<file path="config.mk">
export PLATFORM = sky130hd
export DESIGN_NAME = clk_chan_div
export DESIGN_NICKNAME = d
export VERILOG_FILES = /design/src/rtl/clk_chan_div.sv
export SDC_FILE = /design/constraint.sdc
export NUM_CORES = 1
export LEC_CHECK = 0
export BUFFER_PORTS_ARGS = -buffer_cell sky130_fd_sc_hd__buf_2
export CORE_MARGIN = 1.5
export CORE_UTILIZATION = 39
export DETAILED_ROUTE_END_ITERATION = 8
export SYNTH_ARGS = -nofsm -noshare
export SYNTH_HDL_FRONTEND = slang
export SYNTH_SLANG_ARGS = --single-unit
</file>
<file path="constraint.sdc">
create_clock -name clk_in -period 3.2 [get_ports clk_in]
set_clock_uncertainty 0.05 [all_clocks]
set_input_delay 0.16 -clock clk_in [delete_from_list [all_inputs] [get_ports clk_in]]
set_output_delay 0.16 -clock clk_in [all_outputs]
set_load 0.01 [all_outputs]
</file>
<file path="src/rtl/clk_chan_div.sv">
module clk_chan_div #(
  parameter int CW = 4,
  parameter int PW = 4
) (
  input  logic          clk_in,
  input  logic          rst_n,
  input  logic          sync,
  input  logic [CW-1:0] low_cyc,
  input  logic [CW-1:0] high_cyc,
  input  logic          bypass,
  input  logic          dcc_off,
  input  logic [PW-1:0] phase_dly,
  output logic          clk_out
);
  localparam int DW = CW + 2;

  logic          pend, load;
  logic [CW-1:0] m_q, n_q;
  logic          byp_q, dccoff_q;
  logic [PW-1:0] dly;
  logic          active, q, qn, odd_fix;
  logic [DW-1:0] cnt, cnt_nxt, period, hi_len;

  assign load    = pend | sync;
  assign hi_len  = DW'(n_q) + DW'(1);
  assign period  = DW'(n_q) + DW'(m_q) + DW'(2);
  assign odd_fix = !dccoff_q && (DW'(m_q) == DW'(n_q) + DW'(1));
  assign cnt_nxt = (cnt == period - DW'(1)) ? '0 : cnt + DW'(1);

  always_ff @(posedge clk_in or negedge rst_n) begin
    if (!rst_n) begin
      pend     <= 1'b1;
      m_q      <= '0;
      n_q      <= '0;
      byp_q    <= 1'b0;
      dccoff_q <= 1'b0;
      dly      <= '0;
      active   <= 1'b0;
      cnt      <= '0;
      q        <= 1'b0;
    end else if (load) begin
      pend     <= 1'b0;
      m_q      <= low_cyc;
      n_q      <= high_cyc;
      byp_q    <= bypass;
      dccoff_q <= dcc_off;
      dly      <= phase_dly;
      active   <= 1'b0;
      cnt      <= '0;
      q        <= 1'b0;
    end else if (!byp_q) begin
      if (!active) begin
        if (dly != '0) dly <= dly - PW'(1);
        else begin
          active <= 1'b1;
          cnt    <= '0;
          q      <= 1'b1;
        end
      end else begin
        cnt <= cnt_nxt;
        q   <= (cnt_nxt < hi_len);
      end
    end
  end

  always_ff @(negedge clk_in or negedge rst_n) begin
    if (!rst_n) qn <= 1'b0;
    else        qn <= q;
  end

  assign clk_out = byp_q ? clk_in : (q | (odd_fix & active & qn));


  cnt_range_chk: assert property (@(posedge clk_in) disable iff (!rst_n)
    active |-> cnt < period);


  period_wrap_chk: assert property (@(posedge clk_in) disable iff (!rst_n)
    (active && $past(active) && cnt == '0) |-> $past(cnt) == period - DW'(1));


  sync_load_chk: assert property (@(posedge clk_in) disable iff (!rst_n)
    sync |=> (!active && !q && cnt == '0 && dly == $past(phase_dly)));


  cfg_hold_chk: assert property (@(posedge clk_in) disable iff (!rst_n)
    !load |=> ($stable(m_q) && $stable(n_q) && $stable(byp_q) && $stable(dccoff_q)));


  byp_idle_chk: assert property (@(posedge clk_in) disable iff (!rst_n)
    byp_q |-> (!active && !q));


  start_high_chk: assert property (@(posedge clk_in) disable iff (!rst_n)
    $rose(active) |-> q);
endmodule

</file>
======== Word level (Yosys, flattened, before mapping) ========
Index checks and enable logic that the tools add are counted.
operators by class
  add/sub/neg operators ................... 6
  $mul .................................... 0
  div/mod/pow operators ................... 0
  magnitude comparators ................... 1
  equal/unequal tests ..................... 5
  shift operators ......................... 0
  mux-type cells .......................... 18
  bitwise gates (word level) .............. 4
  reduce and logical (&&, ||, !) cells .... 6
operators by type and width
  cell                                                                count
  6-bit two-way mux                                                   5
  4-bit two-way mux                                                   4
  1-bit two-way mux                                                   9
  5-bit by 2-bit adder with 6-bit output, second input constant       1
  6-bit by 1-bit adder with 6-bit output, second input constant       1
  6-bit equality test                                                 1
  6-bit by 5-bit less-than comparator with 1-bit output               1
  6-bit by 1-bit subtractor with 6-bit output, second input constant  1
  4-bit by 1-bit adder with 5-bit output, second input constant       1
  4-bit by 4-bit adder with 5-bit output                              1
  4-bit by 5-bit equality test with 1-bit output                      1
  2-bit != test, second input constant                                2
  4-bit nonzero test                                                  1
  4-bit by 1-bit subtractor with 4-bit output, second input constant  1
  3-bit != test, second input constant                                1
  3-bit AND reduction                                                 1
  1-bit bitwise AND                                                   2
  1-bit OR                                                            2
  2-bit AND reduction                                                 1
  2-bit nonzero test                                                  1
  1-bit logical AND                                                   1
  1-bit logical NOT                                                   1
storage, ports and cells
  register bits ........................... 24
  latch bits .............................. 0
  bits in writable memories ............... 0
  ROM bits ................................ 0
  input bits .............................. 17
  memories ................................ 0

======== Logic depth before layout (Yosys ltp) ========
Gate-level depths: netlist (run 1).
  depth after elaboration ................. 9
  depth in mapped cells ................... 15
  mapped depth without buffers ............ 15

==> out/qor.yml, run 1 <==
power_and_ir_drop:
  max-vdd-ir-drop_uv: 368
  leakage_nw: 0.837
  finalPower_mw: 0.840
  power_density_nw_per_um2: 434
yosys:
  syn_area_um2: 1520
  synthAdderAreaFrac_pct: 10.4
  ys.flop_type: "dfrtp_1"
  syn-num-nets: 181
  yosys.area_share.xor_xnor_pct: 9.22
  syn-mean-instance-area_um2: 10.0
  synth_mux_area_share_pct: 9.14
  synthArstFlopShare_pct: 100
  syn_inst: 152
  synthDistinctLibCells: 40
  yosysWarnings: 0
  ys_ff_latch: 24
  yosys.area_share.simple_pct: 16.0
  synth_top_family_by_area: "simple AND/OR/NAND/NOR gates"
  ys_seq_area_share_pct: 39.6
  synth_compound_area_share_pct: 12.2
  synth_edf_count: 0
worst_setup_path:
  startpoint: "qn$_DFF_NN0_"
  path_class: "flop to output port"
  start_kind: "flop"
  cp_max_fo: 1
  cp.arrival_ps: 3050
  crit_path_end_kind: "output port"
  critPathRequiredTime_ps: 2990
  r2r-start: "m_q[0]$_DFFE_PN0N_"
  r2r_cells: 14
sta:
  worst_pin_slew_ps: 673
  setup_slack_ps: -60.6
  setup_violations: 2
  grt_setup_unrepaired: "true"
  hold_viol_final: 0
  maxSlewHeadroom_pct: 54.8
  timing.hold.ws_ps: 4.90
  setup_tns_ps: -60.6
  drv_slew: 0
finish:
  layout_common_cells: "22 x dfrtp_1, 17 x buf_2, 13 x nand2_1"
  final_common_cell: "dfrtp_1"
  syn2layout_area_growth_pct: 27.2
  fillCellCount: 348
  multiInputGateArea_um2: 900
  drive_gt1_share_pct: 25.8
  finalNetCount: 220
  diodes: 0
  final_cells: 238
  regArea_um2: 602
  final_cell_area_um2: 1930
global_routing:
  grt_pass1_wl_um: 5780
  met3_usage_pct: 3.60
  antenna_found_initial: 0
  grt-ovfl-total: 0
  grt_usage_pct: 17.4
  met1_usage_pct: 23.9
  grt_pass1_vias: 1304
  grt_max_degree: 24
  grt-busiest-layer: "met2"
  gr-usage-met2_pct: 27.6
outcome:
  violations: "negative setup slack"
  outcome: "complete, but fails checks"
drt:
  drc: 0
  firstDrtPassIters: 4
  wl_per_cell_um: 13.6
  ant_nets: 0
  via_per_inst: 5.12
  wl_um: 3240
  vias: 1218
  drt_iter0_markers: 35
clock_tree:
  clk_pin_slew_ps: 80
  worstSkewPairLatency_ps: 370
  cts_tree: "built"
place:
  gp_congestion: 0.860
  place_area_um2: 1690
  port_buffers: 17
  dp_hpwl_um: 2400
  place_inst: 219
worst_hold_path:
  hold_start: "phase_dly[0]"
  hold_depth: 3
  hp-class: "input port to flop"
floorplan:
  core_um2: 3690
  num_rows: 22
  die_y_um: 65.4
  die-area_um2: 4280
  initial_utilization_pct: 41.2
  die_x_um: 65.4
  boundaryPins: 18
job:
  drv_cap: 0
metal layers:
metal	wire, um	part of all wire [%]	vias up
met3	94	2.9	4
met4	44	1.4	0
met2	1510	47	21
met5	0	0	-
met1	1590	49	583
li1	-	-	610
synthesized netlist by cell type, drive strengths merged, types with 2 or more instances:
master   instances  share of area [%]
nor2            10                2.5
a2111oi          2                1.2
nand2b           2               0.82
nand3            5                1.6
mux2            12                9.1
dfrtp           22                 36
xnor2            7                4.0
inv              9                2.2
nand3b           2               0.99
xor2             9                5.2
nand4b           2                1.2
nor3             5                1.6
nand2           13                3.2
buf              2               0.82
ha              11                9.1
a21oi           11                3.9
o211ai           3                1.5
o21ai            8                2.9
critical path, cell delays in order, from the launching register on:
cell	delay, ps
dfrtn_1	400
nand4b_1	110
nor2_1	150
a41oi_2	120
o21ai_1	140
buf_2	140
cells by family after synthesis:
| group | after synthesis |
|---|---|
| simple gates | 46 |
| compound gates | 29 |
| other cells | 1 |
| mux | 12 |
| buf+inv | 12 |
| flops | 24 |
| fa+ha+maj | 12 |
| xor+xnor | 16 |
repair_timing:
| action | in CTS | in global routing |
|---|---|---|
| resized for setup | 4 | 4 |
| hold buffers | 12 | 0 |
| setup endpoints to repair | 3 | 3 |
| setup buffers | 0 | 0 |
| endpoints found under the hold margin | 33 | 0 |
| pin swaps | 1 | 5 |
path summary, 6_finish.rpt:
path / end / slack (ps)
max in group asynchronous: qn$_DFF_NN0_ / 1450
worst max register to register: q$_DFFE_PN0P_ / 40
min in group asynchronous: cnt[2]$_DFFE_PN0P_ / 280
worst min register to register: m_q[0]$_DFFE_PN0N_ / 460
worst min-delay path: dly[0]$_DFFE_PN0P_ / 5
worst max-delay path: clk_out / -60
final cells by class:
cell class                 count  area share (%)
clock buffer                   8            5.24
inverter                       9            1.75
multi-input combinational    116            46.5
sequential                    24            31.1
tap                           48            3.10
timing repair buffer          33            12.3
flip-flops by register name, indices dropped and copies added (netlist names):
name / cells
cnt: 6
active: 1
pend: 1
dly: 4
m_q: 4
byp_q: 1
dccoff_q: 1
n_q: 4
qn: 1
q: 1
power by group:
| part | switching (mW) | leakage (nW) | total (mW) | internal [mW] |
|---|---|---|---|---|
| clock | 0.121 | 0.0587 | 0.318 | 0.197 |
| combinational | 0.0859 | 0.480 | 0.179 | 0.0933 |
| sequential | 0.0210 | 0.298 | 0.343 | 0.322 |
| total | 0.228 | 0.837 | 0.840 | 0.612 |
metrics by stage:
step | utilization [%] | setup WS (ps)
6_report | 52.4 | -60.6
5_1_grt | 52.4 | -153
4_1_cts | 51.8 | -16.0
3_5_place_dp | 45.7 | -74.1
3_3_place_gp | 45.7 | 141
2_1_floorplan | - | 104
No activity file was read; power rests on OpenSTA's default activity.
==> run 2, diff against run 1 <==
--- a/config.mk
+++ b/config.mk
@@ -5,6 +5,7 @@
 export SDC_FILE = /design/constraint.sdc
 export NUM_CORES = 1
 export LEC_CHECK = 0
+export ABC_AREA = 1
 export BUFFER_PORTS_ARGS = -buffer_cell sky130_fd_sc_hd__buf_2
 export CORE_MARGIN = 1.5
 export CORE_UTILIZATION = 39
==> out/qor.yml, run 2 <==
outcome:
  outcome: "complete, but fails checks"
  violations: "negative setup slack"
yosys:
  synthTopCellsByArea: "dfrtp_1 35%, nand2_1 11%, ha_1 8.9%"
  synth_mux_area_share_pct: 5.81  # -3.3 points
  synth_common_cells: "44 x nand2_1, 27 x inv_1, 22 x dfrtp_1"
  syn_inst: 193  # +27%
  yosys.area_share.simple_pct: 24.5  # +8.5 points
  yosysTopAreaCellShare_pct: 35.5  # -0.73 points
  syn-num-nets: 222  # +23%
  ys.flop_type: "dfrtp_1"
  syn_area_um2: 1550  # +2.1%
  synthArstFlopShare_pct: 100  # unchanged
  synthDistinctLibCells: 29  # -28%
  synth_top_family_by_area: "simple AND/OR/NAND/NOR gates"
  synthMostInstantiatedCell: "nand2_1"
  synthAdderAreaFrac_pct: 10.2  # -0.21 points
  yosysTopAreaCell: "dfrtp_1"
  yosys.area_share.xor_xnor_pct: 5.08  # -4.1 points
  synth_edf_count: 0  # unchanged
  yosysWarnings: 0  # unchanged
  ys_ff_latch: 24  # unchanged
  synth_compound_area_share_pct: 8.31  # -3.9 points
  ys_seq_area_share_pct: 38.8  # -0.80 points
  syn-mean-instance-area_um2: 8.04  # -20%
drt:
  dr_wl_met2_um: 1510  # -0.13%
  drt_iter0_markers: 60  # +71%
  wl_per_cell_um: 11.7  # -14%
  top_layer: "met4"
  firstDrtPassIters: 4  # unchanged
  route.met3.wl_um: 75  # -20%
  wl_um: 3260  # +0.83%
  ant_nets: 0  # unchanged
  via_per_inst: 4.80  # -6.2%
  drc: 0  # unchanged
  drt-met1-wl_um: 1660  # +4.2%
  vias: 1334  # +9.5%
power_and_ir_drop:
  internal_power_mw: 0.659  # +7.7%
  p_sw_share_pct: 27.6  # +0.42 points
  p_comb_share_pct: 20.0  # -1.3 points
  max-vdd-ir-drop_uv: 277  # -25%
  power_density_nw_per_um2: 464  # +6.8%
  clkPwrFrac_pct: 42.3  # +4.4 points
  seq_power_share_pct: 37.7  # -3.1 points
  finalPower_mw: 0.910  # +8.3%
  leakage_nw: 1.02  # +22%
  p_switching_mw: 0.251  # +10%
finish:
  drive_gt1_share_pct: 20.4  # -5.4 points
  syn2layout_area_growth_pct: 26.5
  finalNetCount: 260  # +18%
  layout_common_cells: "44 x nand2_1, 27 x inv_1, 22 x dfrtp_1"
  diodes: 0  # unchanged
  largest_reg_flops: 6  # unchanged
  top_register: "cnt"
  fillCellCount: 375  # +7.8%
  final_common_cell: "nand2_1"
sta:
  worst_pin_slew_ps: 567  # -106 ps
  maxSlewHeadroom_pct: 62.0  # +7.1 points
  drv_slew: 0  # unchanged
  grt_setup_unrepaired: "true"
  setup_slack_ps: -142  # -81.1 ps
  hold_viol_final: 0  # unchanged
  setup_violations: 1  # -1
global_routing:
  grt_usage_pct: 17.2  # -0.25 points
  grt_pass1_vias: 1290  # -1.1%
  grt-ovfl-total: 0  # unchanged
  grt_pass1_wl_um: 5690  # -1.7%
  antenna_found_initial: 0  # unchanged
  grt_max_degree: 24  # unchanged
floorplan:
  num_rows: 22  # unchanged
  initial_utilization_pct: 41.4  # +0.23 points
  die_x_um: 66.1  # +0.97%
  core_um2: 3740  # +1.5%
  boundaryPins: 18  # unchanged
  die-area_um2: 4370  # +2.0%
  die_y_um: 66.1  # +0.97%
job:
  drv_cap: 0  # unchanged
worst_setup_path:
  path_class: "flop to output port"
  start_kind: "flop"
  cp_max_fo: 1  # unchanged
  cp.arrival_ps: 3130  # +80 ps
  crit_path_end_kind: "output port"
  critPathRequiredTime_ps: 2990  # about the same
place:
  dp_hpwl_um: 2400  # about the same
  pre_cts_slack_ps: 301  # +375 ps
  gp_congestion: 0.744  # -13%
  port_buffers: 17  # unchanged
clock_tree:
  cts_tree: "built"
  post-cts-setup-buffers: 0  # unchanged
  clk_pin_slew_ps: 100  # +20 ps
  worstSkewPairLatency_ps: 380  # about the same
worst_hold_path:
  hp-class: "input port to flop"
run 2: cell types whose count changed after synthesis, sizes merged, moves of 6 or more:
cell   delta
nor2     +11
nand2    +33
inv      +19
o22ai     +6
nand3     +9
run 2: worst max-delay path, stage by stage (launching register included):
cell and delay, ps:
dfrtn_1 400, nand3_2 100, nor4b_4 230, nand3_1 120, a21oi_2 130, buf_2 140
run 2: path summary, 6_finish.rpt:
kind,slack (ps),start,cells past startpoint,end
worst max-delay path,-140,qn$_DFF_NN0_,5,clk_out
worst min-delay path,5,phase_dly[3],3,dly[3]$_DFFE_PN0P_
worst max register to register,360,n_q[0]$_DFFE_PN0N_,19,q$_DFFE_PN0P_
worst min register to register,480,q$_DFFE_PN0P_,2,q$_DFFE_PN0P_
max in group asynchronous,1470,rst_n,2,qn$_DFF_NN0_
min in group asynchronous,270,rst_n,3,m_q[3]$_DFFE_PN0N_
run 2: per-stage QoR:
step                      std cells  setup TNS, ps  utilization [%]  area (um^2)  hold WS (ps)
after floorplan                 193              0                -         1550          -186
after global placement          259              0             45.6         1710           154
after detailed placement        259              0             45.6         1710           161
after CTS                       278           -124             52.1         1950         0.520
after global routing            278           -232             52.4         1960          9.89
final                           278           -142             52.4         1960          4.83
run 2: layer usage:
metal,GRT usage (%),up-vias
li1,-,701
met1,22.8,610
met2,27.7,19
met3,3.92,4
met4,5.87,0
met5,0,-
run 2: cells by family after synthesis:
kind of cell | after synthesis
xor gates and xnor gates | 9
and+or+nand+nor | 87
adders and majority gates | 12
DFF | 24
buffers and inverters | 29
other | 1
AOI/OAI and AO/OA | 23
muxes | 8
run 2: cell type report:
class	count	area [um^2]	share of cell area, %
inverters	28	105	5.35
flip-flops and latches	24	602	30.7
repair buffers	30	215	11.0
multi-input cells	140	863	44.0
well taps	48	60.1	3.06
clock buffers	7	87.6	4.46
clock inverters	1	30.0	1.53
run 2: power by group through the flow:
stage	Combinational, mW	Clock (mW)	Sequential [mW]
after floorplan	0.124	0.00802	0.343
after global placement	0.165	0.0116	0.349
after detailed placement	0.166	0.0116	0.349
after CTS	0.180	0.392	0.343
after global routing	0.211	0.410	0.346
final	0.182	0.385	0.343
run 2: repair_timing:
item                                   CTS  global route
setup endpoints to repair                1             1
hold buffers                            12             0
pin swaps                                2             0
gates resized for setup                  2             2
endpoints found under the hold margin   33             0
==> run 3, diff against run 2 <==
--- a/config.mk
+++ b/config.mk
@@ -7,9 +7,12 @@
 export LEC_CHECK = 0
 export ABC_AREA = 1
 export BUFFER_PORTS_ARGS = -buffer_cell sky130_fd_sc_hd__buf_2
+export CELL_PAD_IN_SITES_DETAIL_PLACEMENT = 1
+export CELL_PAD_IN_SITES_GLOBAL_PLACEMENT = 2
 export CORE_MARGIN = 1.5
-export CORE_UTILIZATION = 39
+export CORE_UTILIZATION = 31
 export DETAILED_ROUTE_END_ITERATION = 8
+export PLACE_DENSITY_LB_ADDON = 0.1
 export SYNTH_ARGS = -nofsm -noshare
 export SYNTH_HDL_FRONTEND = slang
 export SYNTH_SLANG_ARGS = --single-unit
==> out/qor.yml, run 3 (synthesis results as in run 2) <==
outcome:
  outcome: "complete, but fails checks"
  violations: "negative setup slack"
place:
  place_area_um2: 1720  # +0.95%
  gp_congestion: 0.740  # -0.59%
  port_buffers: 17  # unchanged
  dp_hpwl_um: 2980  # +24%
  pre_cts_slack_ps: 237  # -63.5 ps
power_and_ir_drop:
  seq_power_share_pct: 41.9  # +4.2 points
  p_sw_share_pct: 29.4  # +1.9 points
  clkPwrFrac_pct: 36.1  # -6.2 points
  leakage_nw: 0.988  # -2.9%
  finalPower_mw: 0.820  # -9.9%
  power_density_nw_per_um2: 424  # -8.6%
  p_comb_share_pct: 22.0  # +2.0 points
  internal_power_mw: 0.579  # -12%
  max-vdd-ir-drop_uv: 222  # -20%
  p_switching_mw: 0.241  # -3.8%
drt:
  drt_iter0_markers: 42  # -30%
  vias: 1370  # +2.7%
  wl_per_cell_um: 13.0  # +10%
  drc: 0  # unchanged
  firstDrtPassIters: 4  # unchanged
  ant_nets: 0  # unchanged
  via_per_inst: 4.64  # -3.2%
  wl_um: 3820  # +17%
clock_tree:
  worstSkewPairLatency_ps: 370  # about the same
  cts_tree: "built"
  clk_pin_slew_ps: 80  # -20 ps
sta:
  maxSlewHeadroom_pct: 48.5  # -13 points
  worst_pin_slew_ps: 771  # +204 ps
  setup_slack_ps: -167  # -25.1 ps
  setup_violations: 1  # unchanged
  drv_slew: 0  # unchanged
  hold_viol_final: 0  # unchanged
  grt_setup_unrepaired: "true"
finish:
  syn2layout_area_growth_pct: 24.7
  drive_gt1_share_pct: 19.7  # -0.70 points
  final_common_cell: "nand2_1"
  post-route-util_pct: 40.4  # -12 points
  final_cell_area_um2: 1930  # -1.5%
  top_register: "cnt"
  diodes: 0  # unchanged
  layout_common_cells: "44 x nand2_1, 27 x inv_1, 22 x dfrtp_1"
  largest_reg_flops: 6  # unchanged
  fillCellCount: 603  # +61%
  finalNetCount: 258  # -0.77%
worst_hold_path:
  hold_depth: 3  # unchanged
  hp-class: "input port to flop"
worst_setup_path:
  path_class: "flop to output port"
  crit_path_end_kind: "output port"
  critPathRequiredTime_ps: 2990  # about the same
  cp_max_fo: 1  # unchanged
  startpoint: "qn$_DFF_NN0_"
  crit_path_end: "clk_out"
  r2r_end: "q$_DFFE_PN0P_"
  start_kind: "flop"
  r2r_slack_ps: 370  # about the same
  cp.arrival_ps: 3160  # +30 ps
  r2r-start: "n_q[0]$_DFFE_PN0N_"
  r2r_cells: 19  # unchanged
global_routing:
  met3_usage_pct: 2.61  # -1.3 points
  grt_usage_pct: 16.4  # -0.75 points
  antenna_found_initial: 0  # unchanged
  grt-ovfl-total: 0  # unchanged
  grt_pass1_wl_um: 6800  # +20%
  grt_pass1_vias: 1528  # +18%
  grt-busiest-layer: "met2"
  gr-usage-met2_pct: 31.2  # +3.6 points
  grt_max_degree: 24  # unchanged
  met1_usage_pct: 18.3  # -4.5 points
floorplan:
  core_um2: 4790  # +28%
  die_y_um: 73.7  # +12%
  num_rows: 25  # +14%
  die_x_um: 73.7  # +12%
  boundaryPins: 18  # unchanged
  initial_utilization_pct: 32.4  # -9.0 points
  die-area_um2: 5440  # +25%
job:
  drv_cap: 0  # unchanged
[run 3: worst min-delay path by stage]
stage,startpoint,endpoint,slack (ps)
2_1_floorplan,rst_n,active$_DFFE_PN0P_,-190
3_3_place_gp,rst_n,dly[2]$_DFFE_PN0P_,150
3_5_place_dp,rst_n,dly[1]$_DFFE_PN0P_,160
4_1_cts,phase_dly[1],dly[1]$_DFFE_PN0P_,10
5_1_grt,phase_dly[3],dly[3]$_DFFE_PN0P_,40
6_report,phase_dly[1],dly[1]$_DFFE_PN0P_,10
[run 3: worst max-delay path: stages (launching register included)]
cell     delay, ps
dfrtn_1        400
nand3_2         90
nor4b_2        230
nand3_1        130
a21oi_2        170
buf_2          150
[run 3: power groups by stage]
stage | Sequential [mW] | Combinational, mW | Clock (mW)
2_1_floorplan | 0.343 | 0.124 | 0.00802
3_5_place_dp | 0.350 | 0.171 | 0.0116
4_1_cts | 0.344 | 0.185 | 0.308
3_3_place_gp | 0.349 | 0.166 | 0.0116
6_report | 0.343 | 0.180 | 0.296
5_1_grt | 0.347 | 0.210 | 0.318
[run 3: layout make-up]
type                            count  area (um^2)  area share, %
Sequential cell                    24          602           31.1
Tap cell                           67         83.8           4.33
Inverter                           28          105           5.43
Clock buffer                        8         91.3           4.72
Multi-Input combinational cell    140          855           44.2
Timing Repair Buffer               28          198           10.2
[run 3: repair_timing]
| action | in CTS | in global routing |
|---|---|---|
| setup buffers | 0 | 0 |
| hold buffers | 11 | 0 |
| hold endpoints to repair | 32 | 0 |
| resized for setup | 3 | 0 |
| setup endpoints to repair | 1 | 1 |
| pin swaps | 3 | 0 |
[run 3: stage by stage]
stage | hold slack [ps] | TNS [ps] | cells
after floorplan | -186 | 0 | 193
after global placement | 154 | 0 | 277
after detailed placement | 160 | 0 | 277
after CTS | 9.71 | -218 | 295
after global routing | 38.2 | -305 | 295
final | 12.5 | -167 | 295
[run 3: layer usage]
| metal | wire length [um] | vias to the layer above |
|---|---|---|
| li1 | - | 693 |
| met2 | 2130 | 15 |
| met3 | 81 | 4 |
| met1 | 1580 | 658 |
| met5 | 0 | - |
| met4 | 31 | 0 |
